===== src/rtl/mcd_pkg.sv =====
package mcd_pkg;
    localparam int unsigned DIV_W = 10;
    localparam int unsigned CFG_W = 2 * DIV_W + 1;

    typedef struct packed {
        logic             byp;
        logic [DIV_W-1:0] phase;
        logic [DIV_W-1:0] ratio;
    } chan_cfg_t;

    localparam chan_cfg_t CFG_DEFAULT = '{byp: 1'b0, phase: '0, ratio: DIV_W'(2)};

    // field value 0 stands for the largest ratio
    function automatic logic [DIV_W:0] eff_ratio(input logic [DIV_W-1:0] f);
        return (f == '0) ? {1'b1, {DIV_W{1'b0}}} : {1'b0, f};
    endfunction

    function automatic logic is_pass(input chan_cfg_t c);
        return c.byp || (c.ratio == DIV_W'(1));
    endfunction
endpackage


===== src/rtl/mcd_sync_ctrl.sv =====
module mcd_sync_ctrl (
    input  logic clk_i,
    input  logic rst_n_i,
    input  logic sync_n_i,
    input  logic wr_en_i,
    output logic hold_o,
    output logic start_o
);
    typedef struct packed {
        logic sync;
        logic prev;
        logic pend;
    } sc_t;

    sc_t s_d, s_q;

    always_comb begin
        s_d      = s_q;
        s_d.sync = sync_n_i;
        s_d.prev = s_q.sync;
        hold_o   = !s_q.sync;
        start_o  = s_q.sync && (!s_q.prev || (s_q.pend && !wr_en_i));
        if (wr_en_i) begin
            s_d.pend = 1'b1;
        end else if (start_o) begin
            s_d.pend = 1'b0;
        end
    end

    always_ff @(posedge clk_i or negedge rst_n_i) begin
        if (!rst_n_i) begin
            s_q <= '0;
        end else begin
            s_q <= s_d;
        end
    end
endmodule


===== src/rtl/mcd_cfg_regs.sv =====
module mcd_cfg_regs
    import mcd_pkg::*;
#(
    parameter int unsigned NUM_CH = 4,
    parameter int unsigned ADDR_W = 2
) (
    input  logic                         clk_i,
    input  logic                         rst_n_i,
    input  logic                         wr_en_i,
    input  logic [ADDR_W-1:0]            wr_addr_i,
    input  logic [CFG_W-1:0]             wr_data_i,
    output chan_cfg_t [NUM_CH-1:0]       cfg_o
);
    for (genvar g = 0; g < NUM_CH; g++) begin : g_slot
        chan_cfg_t slot_d, slot_q;

        always_comb begin
            slot_d = slot_q;
            if (wr_en_i && (wr_addr_i == ADDR_W'(g))) begin
                slot_d = chan_cfg_t'(wr_data_i);
            end
        end

        always_ff @(posedge clk_i or negedge rst_n_i) begin
            if (!rst_n_i) begin
                slot_q <= CFG_DEFAULT;
            end else begin
                slot_q <= slot_d;
            end
        end

        assign cfg_o[g] = slot_q;
    end
endmodule


===== src/rtl/mcd_chan.sv =====
module mcd_chan
    import mcd_pkg::*;
(
    input  logic      clk_i,
    input  logic      rst_n_i,
    input  logic      hold_i,
    input  logic      start_i,
    input  chan_cfg_t cfg_i,
    output logic      run_o,
    output logic      div_o,
    output logic      clk_o
);
    typedef struct packed {
        chan_cfg_t        act;
        logic [DIV_W-1:0] wait_cnt;
        logic [DIV_W:0]   cnt;
        logic             run;
        logic             out;
    } ch_t;

    ch_t            s_d, s_q;
    logic [DIV_W:0] last_q;
    logic [DIV_W:0] ratio_d;
    logic [DIV_W:0] high_d;

    always_comb begin
        s_d    = s_q;
        last_q = eff_ratio(s_q.act.ratio) - (DIV_W+1)'(1);
        if (hold_i) begin
            s_d.run = 1'b0;
        end else if (start_i) begin
            s_d.act      = cfg_i;
            s_d.wait_cnt = cfg_i.phase;
            s_d.cnt      = '0;
            s_d.run      = 1'b1;
        end else if (s_q.run) begin
            if (s_q.wait_cnt != '0) begin
                s_d.wait_cnt = s_q.wait_cnt - DIV_W'(1);
            end else if (s_q.cnt >= last_q) begin
                s_d.cnt = '0;
            end else begin
                s_d.cnt = s_q.cnt + (DIV_W+1)'(1);
            end
        end
        ratio_d = eff_ratio(s_d.act.ratio);
        high_d  = (ratio_d + (DIV_W+1)'(1)) >> 1;
        s_d.out = s_d.run && !is_pass(s_d.act) && (s_d.wait_cnt == '0)
                  && (s_d.cnt < high_d);
    end

    always_ff @(posedge clk_i or negedge rst_n_i) begin
        if (!rst_n_i) begin
            s_q     <= '0;
            s_q.act <= CFG_DEFAULT;
        end else begin
            s_q <= s_d;
        end
    end

    assign run_o = s_q.run;
    assign div_o = s_q.out;
    assign clk_o = is_pass(s_q.act) ? (clk_i & s_q.run) : s_q.out;
endmodule


===== src/rtl/mcd_bank.sv =====
module mcd_bank
    import mcd_pkg::*;
#(
    parameter int unsigned NUM_CH = 4,
    localparam int unsigned ADDR_W = (NUM_CH > 1) ? $clog2(NUM_CH) : 1
) (
    input  logic              clk_i,
    input  logic              rst_n_i,
    input  logic              sync_n_i,
    input  logic              wr_en_i,
    input  logic [ADDR_W-1:0] wr_addr_i,
    input  logic [CFG_W-1:0]  wr_data_i,
    output logic [NUM_CH-1:0] clk_o
);
    chan_cfg_t [NUM_CH-1:0] cfg_w;
    logic                   hold_w;
    logic                   start_w;
    logic [NUM_CH-1:0]      run_vec;
    logic [NUM_CH-1:0]      div_vec;

    mcd_sync_ctrl u_sync (
        .clk_i    (clk_i),
        .rst_n_i  (rst_n_i),
        .sync_n_i (sync_n_i),
        .wr_en_i  (wr_en_i),
        .hold_o   (hold_w),
        .start_o  (start_w)
    );

    mcd_cfg_regs #(
        .NUM_CH (NUM_CH),
        .ADDR_W (ADDR_W)
    ) u_regs (
        .clk_i     (clk_i),
        .rst_n_i   (rst_n_i),
        .wr_en_i   (wr_en_i),
        .wr_addr_i (wr_addr_i),
        .wr_data_i (wr_data_i),
        .cfg_o     (cfg_w)
    );

    for (genvar g = 0; g < NUM_CH; g++) begin : g_ch
        mcd_chan u_chan (
            .clk_i   (clk_i),
            .rst_n_i (rst_n_i),
            .hold_i  (hold_w),
            .start_i (start_w),
            .cfg_i   (cfg_w[g]),
            .run_o   (run_vec[g]),
            .div_o   (div_vec[g]),
            .clk_o   (clk_o[g])
        );
    end
endmodule


===== config.mk =====
export PLATFORM = sky130hd
export DESIGN_NAME = mcd_bank
export DESIGN_NICKNAME = d
export VERILOG_FILES = /design/src/rtl/mcd_pkg.sv /design/src/rtl/mcd_sync_ctrl.sv /design/src/rtl/mcd_cfg_regs.sv /design/src/rtl/mcd_chan.sv /design/src/rtl/mcd_bank.sv
export SDC_FILE = /design/constraint.sdc
export NUM_CORES = 1
export LEC_CHECK = 0
export ABC_AREA = 1
export BUFFER_PORTS_ARGS = -buffer_cell sky130_fd_sc_hd__buf_2
export CORE_MARGIN = 5
export CORE_UTILIZATION = 46
export CTS_CLUSTER_SIZE = 40
export DETAILED_ROUTE_END_ITERATION = 10
export PLACE_DENSITY = 0.71
export SYNTH_ARGS = -nofsm -noshare
export SYNTH_HDL_FRONTEND = slang
export SYNTH_SLANG_ARGS = --single-unit

===== constraint.sdc =====
create_clock -name clk_i -period 5.4 [get_ports clk_i]
set_input_delay 0.81 -clock clk_i [delete_from_list [all_inputs] [get_ports clk_i]]
set_output_delay 0.81 -clock clk_i [all_outputs]
set_load 0.02 [all_outputs]

==> metrics.md, run 1 <==
| Metric | Value |
|---|---|
| Status | `finished, final reports clean` |
| Worst setup skew after layout | `approximately 0.012 ns` |
| CTS tree | `yes` |
| IO buf count | `30` |
| Share of cells above drive strength 1 | `0.08672` |
| Pre-CTS WS | `0.7607 ns` |
| DRC violations left | `0` |
| CP Max Fanout | `5` |
| Syn nets | `around 2200` |
| Slew @ Worst Pin | `1.258 ns` |
| Mapped Cells | `a little over 2000` |
| DRT Wirelength | `40650 um` |
| Simple-gate portion of the synthesized area | `0.2669` |
| Slew Limit Fails | `0` |
| Area after DPL | `15690 um2` |
| Nets | `2183` |
| Complex-gate fraction of the synthesized area | `0.1308` |
| Max incr delay on CP | `0.42 ns` |
| CTS resizes | `0` |
| Maximum vdd drop | `286.0 uV` |
| CORE AREA | `32620 um2` |
| Number of I/O pins | `31` |
| Fin worst setup slack | `0.6193 ns` |
| Ys flop type | `dfrtp_1` |
| First-pass GRT wire length | `66900 um` |
| Detailed Place HPWL | `slightly below 30000 um` |
| Vias in the first global route | `13260` |
| Clock slew at reported path FFs | `0.06 ns` |
| Clock Latency Late Sink | `0.65 ns` |
| Ratio of final minimum period to clock period | `0.8853` |
| Total power | `5.853 mW` |
| Ys async rst share | `1.000` |
| Setup Viol. Count Final | `0` |
| Postcts setup bufs | `0` |
| Total Routing Usage GR | `0.2226` |
| # hold bufs at CTS | `0` |
| Initial antenna violation count | `0` |
| Vias | `13640` |
| Post-synthesis mux area share | `0` |
| Remaining global-route overflow | `0` |
| Die Wd | `192.0 um` |
| Final ANT Viol Nets | `0` |
| MaxCap Viol Count | `0` |
| Pre-Repair DR Iteration Count | `6` |
| Min Tclk post-route | `4.781 ns` |
| 1st-iter DRT viols | `995` |
| Largest family of logic cells by synthesized area | `simple AND/OR/NAND/NOR gates` |
| Pin count of the biggest net entering global routing | `between 100 and 150` |
| Die area | `36870 um2` |
| Initial Util | `0.4672` |
| Sum Neg Setup Slack | `0 ns` |
| R2R setup slack | `just over 0.6 ns` |
| Area delta synth->final | `9.960%` |
| Slowest cell on the critical path | `dfrtp_1` |
| RSZ-0062 raised after global routing | `false` |
| Distinct cells, synth | `61` |
| FP Rows | `66` |
| Worst EP required | `~6.0 ns` |
| Chip Height | `around 190 um` |
| Leakage power | `8.340 nW` |
| Per-cell routed wire length | `16.22 um` |
| RePlAce Congestion | `approximately 0.9` |
| Pwr/cell area | `roughly 350 nW/um2` |
| Worst Hold Class | `in -> async` |
| XOR/XNOR share of the synthesized area | `0.05173` |
| Critical Path Start Type | `flop` |
| Commonest cells after routing, fill and taps aside | `nand2_1, inv_1, dfrtp_1` |
| ANT cells | `0` |
| CP Capture Type | `flop` |
| Most common cell after layout, fill and taps aside | `nand2_1` |
| Arrival time of the worst setup path | `5.36 ns` |
| Post-Syn Area | `about 15000 um2` |
| Hold Fails Final Rpt | `0` |
| Post-route cell area | `between 15000 and 20000 um2` |
| Adder-cell share of the synthesized area | `0.09196` |
| EDFF count, synth | `0` |
| Max-slew headroom | `0.1592` |
| Min Hold Slack | `0.1696 ns` |
| Warnings, synthesis | `0` |
| FMAX | `approximately 0.21 GHz` |
| Crit Path Class | `reg -> reg` |
| Synth Area per Inst | `7.488 um2` |
| Post-synthesis sequential area ratio | `0.3669` |
| Flops & latches, synth | `223` |
| Avg Vias per Cell | `5.441` |
-- area by class of cell --
| type | instances | area, um2 |
|---|---|---|
| clock buffer | 42 | 862.1 |
| fill | 3147 | 15860 |
| timing repair buffer | 37 | 235.2 |
| sequential | 223 | 5592 |
| inverter | 275 | 1036 |
| multi-input combinational | 1473 | 8250 |
| clock inverter | 14 | 227.7 |
| tap | 442 | 553.0 |
-- sequential cells by signal, indices dropped and copies added, names as in the netlist --
signal / count
g_ch.u_chan.div_o: 4
u_sync.s_d: 1
g_ch.u_chan.s_q: 128
u_regs.cfg_o: 84
g_ch.u_chan.run_o: 4
u_sync.s_q: 2
-- critical path: cells and delay by family (launching register included) --
| kind | cells | cell delay (ns) |
|---|---|---|
| AND/OR/NAND/NOR | 21 | 2.68 |
| adder cells (fa/ha/maj) | 2 | 0.62 |
| AO/OA/AOI/OAI | 7 | 0.76 |
| flip-flops | 1 | 0.42 |
| XOR/XNOR | 1 | 0.10 |
| buffers and inverters | 1 | 0.12 |
-- per-layer routing --
layer,vias up,GRT usage,wire length (um)
li1,6648,-,-
met1,6504,0.2970,18130
met2,392,0.3694,18860
met3,92,0.04053,2404
met4,0,0.06884,1249
met5,-,0,0
-- cell families after synthesis --
group           count (synthesis)
buf+inv                       339
xor+xnor                       90
fa+ha+maj                     112
flops                         223
simple gates                  915
compound gates                356
-- per-stage QoR --
stage | util | std cells
after floorplan | - | 2035
after global placement | 0.4809 | 2454
after detailed placement | 0.4809 | 2454
after CTS | 0.5137 | 2506
after global routing | 0.5137 | 2506
final | 0.5137 | 2506
-- where the power goes --
part           internal, mW  switching, mW  leakage [nW]
logic                 0.525          0.986          4.99
registers              1.92          0.232          2.79
clock network          1.39          0.797         0.555
total                  3.84           2.01          8.34
-- synth_stat cells (3+ instances only) --
cell,number,share of area
dfstp_2,8,0.014
nand3_1,138,0.045
o32ai_1,3,0.0017
buf_6,6,0.0044
a21oi_1,77,0.025
nand2_1,484,0.12
or2_2,3,0.0012
xnor2_1,10,0.0057
nor3_2,6,0.0039
nand2_2,15,0.0062
a211oi_1,3,0.0015
buf_4,8,0.0039
nand3b_1,17,0.0084
o21ai_2,11,0.0063
a21boi_0,8,0.0039
o22ai_1,20,0.0082
buf_2,15,0.0049
nand4_1,30,0.012
inv_2,10,0.0025
nor2_2,12,0.0049
nand3_2,3,0.0020
nor2_1,162,0.040
xor2_1,80,0.046
clkbuf_1,31,0.0076
nand2_4,3,0.0022
inv_1,262,0.065
ha_1,112,0.092
nor3_1,25,0.0082
o21ai_0,184,0.060
o211ai_1,15,0.0074
o21ai_1,16,0.0053
nor3_4,3,0.0032
dfrtp_1,215,0.35
a31oi_1,6,0.0025
-- final timing paths --
| kind | to | cells after the start | from |
|---|---|---|---|
| worst max-delay path | g_ch[1].u_chan.div_o | 32 | g_ch[1].u_chan.s_q[27] |
| worst min register to register | u_regs.cfg_o[46] | 2 | u_regs.cfg_o[46] |
| worst max register to register | g_ch[1].u_chan.div_o | 32 | g_ch[1].u_chan.s_q[27] |
| min in group clk_i | u_sync.s_d[1] | 1 | sync_n_i |
| max in group asynchronous | g_ch[0].u_chan.s_q[11] | 2 | rst_n_i |
| worst min-delay path | g_ch[2].u_chan.s_q[6] | 1 | rst_n_i |
No activity file was read; power rests on OpenSTA's default activity.
==> run 2, diff against run 1 <==
PLACE_DENSITY = 0.7   (was 0.71)
SYNTH_HIERARCHICAL = 1   (was default)
==> metrics.md, run 2 <==
| Metric | Value |
|---|---|
| Vias | `14320 (+5.0%)` |
| Pre-Repair DR Iteration Count | `5 (-1)` |
| Min Tclk post-route | `4.423 ns (-0.3577 ns)` |
| Slew @ Worst Pin | `1.068 ns (-0.1898 ns)` |
| Fin worst setup slack | `0.9771 ns (+0.3577 ns)` |
| Setup Viol. Count Final | `0 (unchanged)` |
| Pwr/cell area | `359.6 nW/um2 (+2.9%)` |
| # hold bufs at CTS | `0 (unchanged)` |
| 1st-iter DRT viols | `1098 (+10%)` |
| FMAX | `0.2261 GHz (+8.1%)` |
| Number of I/O pins | `31 (unchanged)` |
| RePlAce Congestion | `0.8972 (-0.28%)` |
| Max incr delay on CP | `0.53 ns (+0.11 ns)` |
| Slowest cell on the critical path | `o21ai_0` |
| Ys flop type | `dfrtp_1` |
| Chip Height | `196.3 um (+2.2%)` |
| Commonest cells in the netlist | `nand2_1, inv_1, dfrtp_1` |
| Avg Vias per Cell | `5.379 (-1.1%)` |
| First-pass GRT wire length | `69330 um (+3.6%)` |
| Top-count cell post-synth | `nand2_1` |
| Vias in the first global route | `14110 (+6.4%)` |
| Area contributors post-synth | `dfrtp_1, nand2_1, ha_1` |
| Initial antenna violation count | `1 (+1)` |
| Area after DPL | `16300 um2 (+3.9%)` |
| Worst setup skew after layout | `0.01967 ns (+0.007306 ns)` |
| Warnings, synthesis | `6 (+6)` |
| IO buf count | `30 (unchanged)` |
| Ratio of final minimum period to clock period | `0.8191 (-0.06625)` |
| Post-Syn Area | `15970 um2 (+4.8%)` |
| CTS tree | `yes` |
| Hold Fails Final Rpt | `0 (unchanged)` |
| Final Core Density | `0.5040 (-0.009654)` |
| Nets | `2325 (+6.5%)` |
| Final Non-Filler Cells | `2662 (+6.2%)` |
| FP Rows | `68 (+3.0%)` |
| Remaining global-route overflow | `0 (unchanged)` |
| Die Wd | `196.3 um (+2.2%)` |
| Share of cells above drive strength 1 | `0.09560 (+0.008880)` |
| Ys async rst share | `1.000 (unchanged)` |
| Mapped Cells | `2182 (+7.2%)` |
| CP Capture Type | `flop` |
| Clock slew at reported path FFs | `0.06 ns (about the same)` |
| Flops & latches, synth | `223 (unchanged)` |
| Post-synthesis sequential area ratio | `0.3501 (-0.01679)` |
| CP Max Fanout | `5 (unchanged)` |
| Placed instance count | `2608 (+6.3%)` |
| DRT Wirelength | `41880 um (+3.0%)` |
| CTS resizes | `0 (unchanged)` |
| Die area | `38540 um2 (+4.5%)` |
| Sum Neg Setup Slack | `0 ns (unchanged)` |
| Detailed Place HPWL | `30790 um (+4.7%)` |
| Post-route cell area | `17330 um2 (+3.4%)` |
| Worst EP required | `5.98 ns (about the same)` |
| Leakage power | `9.103 nW (+9.1%)` |
| Slew Limit Fails | `0 (unchanged)` |
| Critical Path Start Type | `flop` |
| RSZ-0062 raised after global routing | `false` |
| Area delta synth->final | `8.494%` |
| Pin count of the biggest net entering global routing | `124 (+5.1%)` |
| Distinct cells, synth | `45 (-26%)` |
| MaxCap Viol Count | `0 (unchanged)` |
| R2R setup slack | `0.98 ns (+0.36 ns)` |
| DRC violations left | `0 (unchanged)` |
| Postcts setup bufs | `0 (unchanged)` |
| Final ANT Viol Nets | `0 (unchanged)` |
| Total Routing Usage GR | `0.2154 (-0.007197)` |
| Syn nets | `2321 (+6.8%)` |
| Top reg by flops | `g_ch.u_chan/s_q` |
| Largest register FFs | `128 (unchanged)` |
| R2R cell count | `26 (-19%)` |
| Post-synth top area share | `0.3369 (-0.01616)` |
| Initial Util | `0.4646 (-0.002583)` |
| Worst Hold Class | `in -> async` |
| Cell taking the most area after synthesis | `dfrtp_1` |
| FILL cells | `3418 (+8.6%)` |
| Most common cell after layout, fill and taps aside | `nand2_1` |
| Arrival time of the worst setup path | `5.00 ns (-0.36 ns)` |
| Commonest cells after routing, fill and taps aside | `nand2_1, inv_1, dfrtp_1` |
| Clock Latency Late Sink | `0.66 ns (about the same)` |
| Maximum vdd drop | `321.6 uV (+12%)` |
| RR Endpoint | `g_ch[1].u_chan/div_o` |
| Max-slew headroom | `0.2852 (+0.1259)` |
| Top cell by count, worst path | `nand2_1` |
| Crit Path Class | `reg -> reg` |
| Status | `finished, final reports clean` |
| R2R Path Start | `g_ch[1].u_chan/s_q[28]` |
| EDFF count, synth | `0 (unchanged)` |
| Per-cell routed wire length | `15.73 um (-3.0%)` |
| ANT cells | `0 (unchanged)` |
| CORE AREA | `34370 um2 (+5.4%)` |
| Synth Area per Inst | `7.319 um2 (-2.3%)` |
| Pre-CTS WS | `0.9694 ns (+0.2087 ns)` |
## run 2: cell types whose count changed after synthesis, moves of 10 or more
cell,delta
a21oi_1,-20
buf_2,+10
buf_6,+16
clkbuf_1,-21
inv_1,+13
nand2_1,+149
nand3_1,+37
nand3b_1,-17
nand4_1,+65
nor2_2,+11
o211ai_1,-12
o21ai_0,-84
## run 2: cell type report
cell class	instances	area (um2)	area share
clock inverters	12	167.7	0.009677
clock buffers	46	877.1	0.05062
repair buffers	32	197.7	0.01141
flip-flops and latches	223	5590	0.3227
inverters	297	1155	0.06666
multi-input cells	1597	8768	0.5061
well taps	455	569.3	0.03286
## run 2: routing by layer
metal	vias to the layer above	GRT usage	wire, um
li1	7079	-	-
met1	6788	0.2920	18600
met2	373	0.3531	19640
met3	79	0.03744	2473
met4	0	0.06801	1158
met5	-	0	0
## run 2: worst max path at each step
stage,start,endpoint,slack [ns],depth (start not counted)
2_1_floorplan,wr_en_i,g_ch[0].u_chan/div_o,1.46,26
3_3_place_gp,g_ch[1].u_chan/s_q[27],g_ch[1].u_chan/div_o,1.08,28
3_5_place_dp,g_ch[1].u_chan/s_q[28],g_ch[1].u_chan/div_o,0.97,26
4_1_cts,g_ch[1].u_chan/s_q[28],g_ch[1].u_chan/div_o,0.97,26
5_1_grt,g_ch[3].u_chan/s_q[28],g_ch[3].u_chan/div_o,0.42,26
6_report,g_ch[1].u_chan/s_q[28],g_ch[1].u_chan/div_o,0.98,26
## run 2: power by group
part / switching (mW) / total (mW) / internal [mW] / leakage, nW
sequential: 0.246 / 2.20 / 1.95 / 2.81
combinational: 1.28 / 1.92 / 0.643 / 5.75
clock: 0.809 / 2.11 / 1.30 / 0.540
## run 2: stage by stage
step / power, mW / hold slack, ns
2_1_floorplan: 3.669 / 0.3537
3_3_place_gp: 4.093 / 0.3848
3_5_place_dp: 4.153 / 0.3938
4_1_cts: 6.281 / 0.2289
5_1_grt: 6.664 / 0.2375
6_report: 6.230 / 0.1811
## run 2: cells by family (layout without fill, tap and decap cells)
family                   Yosys count  in the layout  synth area share
AO/OA/AOI/OAI                    233            233           0.08266
adder cells (fa/ha/maj)          112            112           0.08775
buffers and inverters            362            387            0.1008
flip-flops                       223            223            0.3501
AND/OR/NAND/NOR                 1160           1160            0.3282
XOR/XNOR                          92             92           0.05046
## run 2: critical path, delay by kind of cell, from the launching register on
family | cells | cell delay [ns]
compound gates | 8 | 1.52
xor+xnor | 1 | 0.16
fa+ha+maj | 2 | 0.58
buf+inv | 2 | 0.17
flops | 1 | 0.39
simple gates | 13 | 1.56
==> run 3, diff against run 2 <==
clock period = 4.09 ns   (was 5.4 ns; I/O delays follow)
==> metrics.md, run 3 (synthesis gave the netlist of run 2 again) <==
| Metric | Value |
|---|---|
| Status | `finished, final reports clean` |
| Chip Height | `196.3 um (unchanged)` |
| Maximum vdd drop | `383.8 uV (+19%)` |
| 1st-iter DRT viols | `1136 (+3.5%)` |
| Critical Path Start Type | `flop` |
| Initial Util | `0.4646 (unchanged)` |
| DRC violations left | `0 (unchanged)` |
| Per-cell routed wire length | `15.90 um (+1.1%)` |
| Pre-Repair DR Iteration Count | `5 (unchanged)` |
| IO buf count | `30 (unchanged)` |
| R2R setup slack | `0.13 ns (-0.85 ns)` |
| Largest register FFs | `128 (unchanged)` |
| Ratio of final minimum period to clock period | `0.9679 (+0.1488)` |
| CORE AREA | `34370 um2 (unchanged)` |
| Top cell by count, worst path | `nand2_1` |
| FMAX | `0.2526 GHz (+12%)` |
| Top reg by flops | `g_ch.u_chan/s_q` |
| Fin worst setup slack | `0.1314 ns (-0.8457 ns)` |
| Slew @ Worst Pin | `1.063 ns (-0.005096 ns)` |
| Pre-CTS WS | `-0.2966 ns (-1.266 ns)` |
| Number of I/O pins | `31 (unchanged)` |
| R2R Path Start | `g_ch[3].u_chan/s_q[27]` |
| # hold bufs at CTS | `0 (unchanged)` |
| Crit Path Class | `reg -> reg` |
| R2R cell count | `29 (+12%)` |
| Setup Viol. Count Final | `0 (unchanged)` |
| Max-slew headroom | `0.2912 (+0.006028)` |
| Vias in the first global route | `14170 (+0.45%)` |
| Commonest cells after routing, fill and taps aside | `nand2_1, inv_1, dfrtp_1` |
| ANT cells | `0 (unchanged)` |
| Worst setup skew after layout | `0.008594 ns (-0.01108 ns)` |
| Most Crowded Layer GR | `met2` |
| Max incr delay on CP | `0.40 ns (-0.13 ns)` |
| Grt met1 use | `0.3008 (+0.008776)` |
| Initial antenna violation count | `2 (+1)` |
| RSZ-0062 raised after global routing | `true` |
| Final ANT Viol Nets | `0 (unchanged)` |
| Share of cells above drive strength 1 | `0.1493 (+0.05373)` |
| CP Max Fanout | `6 (+1)` |
| Sum Neg Setup Slack | `0 ns (unchanged)` |
| Clock slew at reported path FFs | `0.06 ns (about the same)` |
| Hold Fails Final Rpt | `0 (unchanged)` |
| Total Routing Usage GR | `0.2204 (+0.005051)` |
| Remaining global-route overflow | `0 (unchanged)` |
| Die Wd | `196.3 um (unchanged)` |
| CP Capture Type | `flop` |
| FP Rows | `68 (unchanged)` |
| Area after DPL | `16510 um2 (+1.3%)` |
| Detailed Place HPWL | `31360 um (+1.8%)` |
| Nets | `2368 (+1.8%)` |
| Post-route cell area | `18050 um2 (+4.2%)` |
| Leakage power | `9.375 nW (+3.0%)` |
| Met2 usage | `0.3575 (+0.004344)` |
| GRT met3 Usage | `0.04207 (+0.004637)` |
| Slowest cell on the critical path | `dfrtp_1` |
| First-pass GRT wire length | `70610 um (+1.9%)` |
| Pwr/cell area | `473.9 nW/um2 (+32%)` |
| DRT Wirelength | `43010 um (+2.7%)` |
| Worst EP required | `4.69 ns (-1.29 ns)` |
| Final Core Density | `0.5251 (+0.02104)` |
| Worst Hold Class | `in -> async` |
| Placed instance count | `2632 (+0.92%)` |
| CTS tree | `yes` |
| Min Tclk post-route | `3.959 ns (-0.4643 ns)` |
| Arrival time of the worst setup path | `4.55 ns (-0.45 ns)` |
| RR Endpoint | `g_ch[3].u_chan/div_o` |
| Most common cell after layout, fill and taps aside | `nand2_1` |
| Area delta synth->final | `13.02%` |
| Die area | `38540 um2 (unchanged)` |
| Clock Latency Late Sink | `0.66 ns (about the same)` |
| RePlAce Congestion | `0.9250 (+3.1%)` |
| Avg Vias per Cell | `5.343 (-0.66%)` |
| Min Hold Slack | `0.02373 ns (-0.1574 ns)` |
| Total power | `8.553 mW (+37%)` |
| Slew Limit Fails | `0 (unchanged)` |
| Pin count of the biggest net entering global routing | `130 (+4.8%)` |
| Final Non-Filler Cells | `2705 (+1.6%)` |
| Vias | `14450 (+0.94%)` |
| MaxCap Viol Count | `0 (unchanged)` |
==> run 3: cell count changes in the layout (fill, tap and decap cells not counted), sizes merged <==
cell    previous run  this run
bufinv             4         7
buf               36        79
clkinv            14        16
clkbuf            42        37
==> run 3: area by class of cell <==
type / instances / area (um2)
flip-flops and latches: 223 / 5590
well taps: 455 / 569.3
clock inverters: 17 / 267.8
inverters: 297 / 1155
fillers: 3300 / 16320
clock buffers: 41 / 828.3
repair buffers: 75 / 549.3
multi-input cells: 1597 / 9089
==> run 3: power breakdown <==
group	switching (mW)	total, mW	internal (mW)
registers	0.324	2.90	2.58
clock network	1.09	2.94	1.85
logic	1.78	2.71	0.933
total	3.19	8.55	5.36
==> run 3: worst max path at each step <==
stage / start / to / slack [ns] / cells past startpoint
3_5_place_dp: g_ch[0].u_chan/s_q[28] / g_ch[0].u_chan/div_o / -0.30 / 26
5_1_grt: g_ch[3].u_chan/s_q[27] / g_ch[3].u_chan/div_o / -0.13 / 31
3_3_place_gp: g_ch[0].u_chan/s_q[27] / g_ch[0].u_chan/div_o / -0.16 / 26
6_report: g_ch[3].u_chan/s_q[27] / g_ch[3].u_chan/div_o / 0.13 / 29
4_1_cts: g_ch[1].u_chan/s_q[28] / g_ch[1].u_chan/div_o / 0.006 / 32
2_1_floorplan: wr_en_i / g_ch[0].u_chan/div_o / 0.34 / 26
==> run 3: critical path: cells and delay by family (launching register included) <==
| family | cells | cell delay [ns] |
|---|---|---|
| AOI/OAI and AO/OA | 8 | 1.01 |
| xor gates and xnor gates | 1 | 0.16 |
| adders and majority gates | 2 | 0.56 |
| buffers and inverters | 4 | 0.31 |
| DFF | 1 | 0.40 |
| and+or+nand+nor | 14 | 1.45 |
==> run 3: layer usage <==
layer,vias up,share of wire,wire length [um]
li1,7145,-,-
met5,-,0.00019,8
met3,83,0.060,2587
met4,2,0.026,1137
met2,409,0.47,20120
met1,6815,0.45,19160
==> run 3: what timing repair did <==
action                                  in CTS  in global routing
endpoints found under the setup margin       3                  4
setup buffers                                2                 17
pin swaps                                    1                 69
gates resized for setup                     10                 94
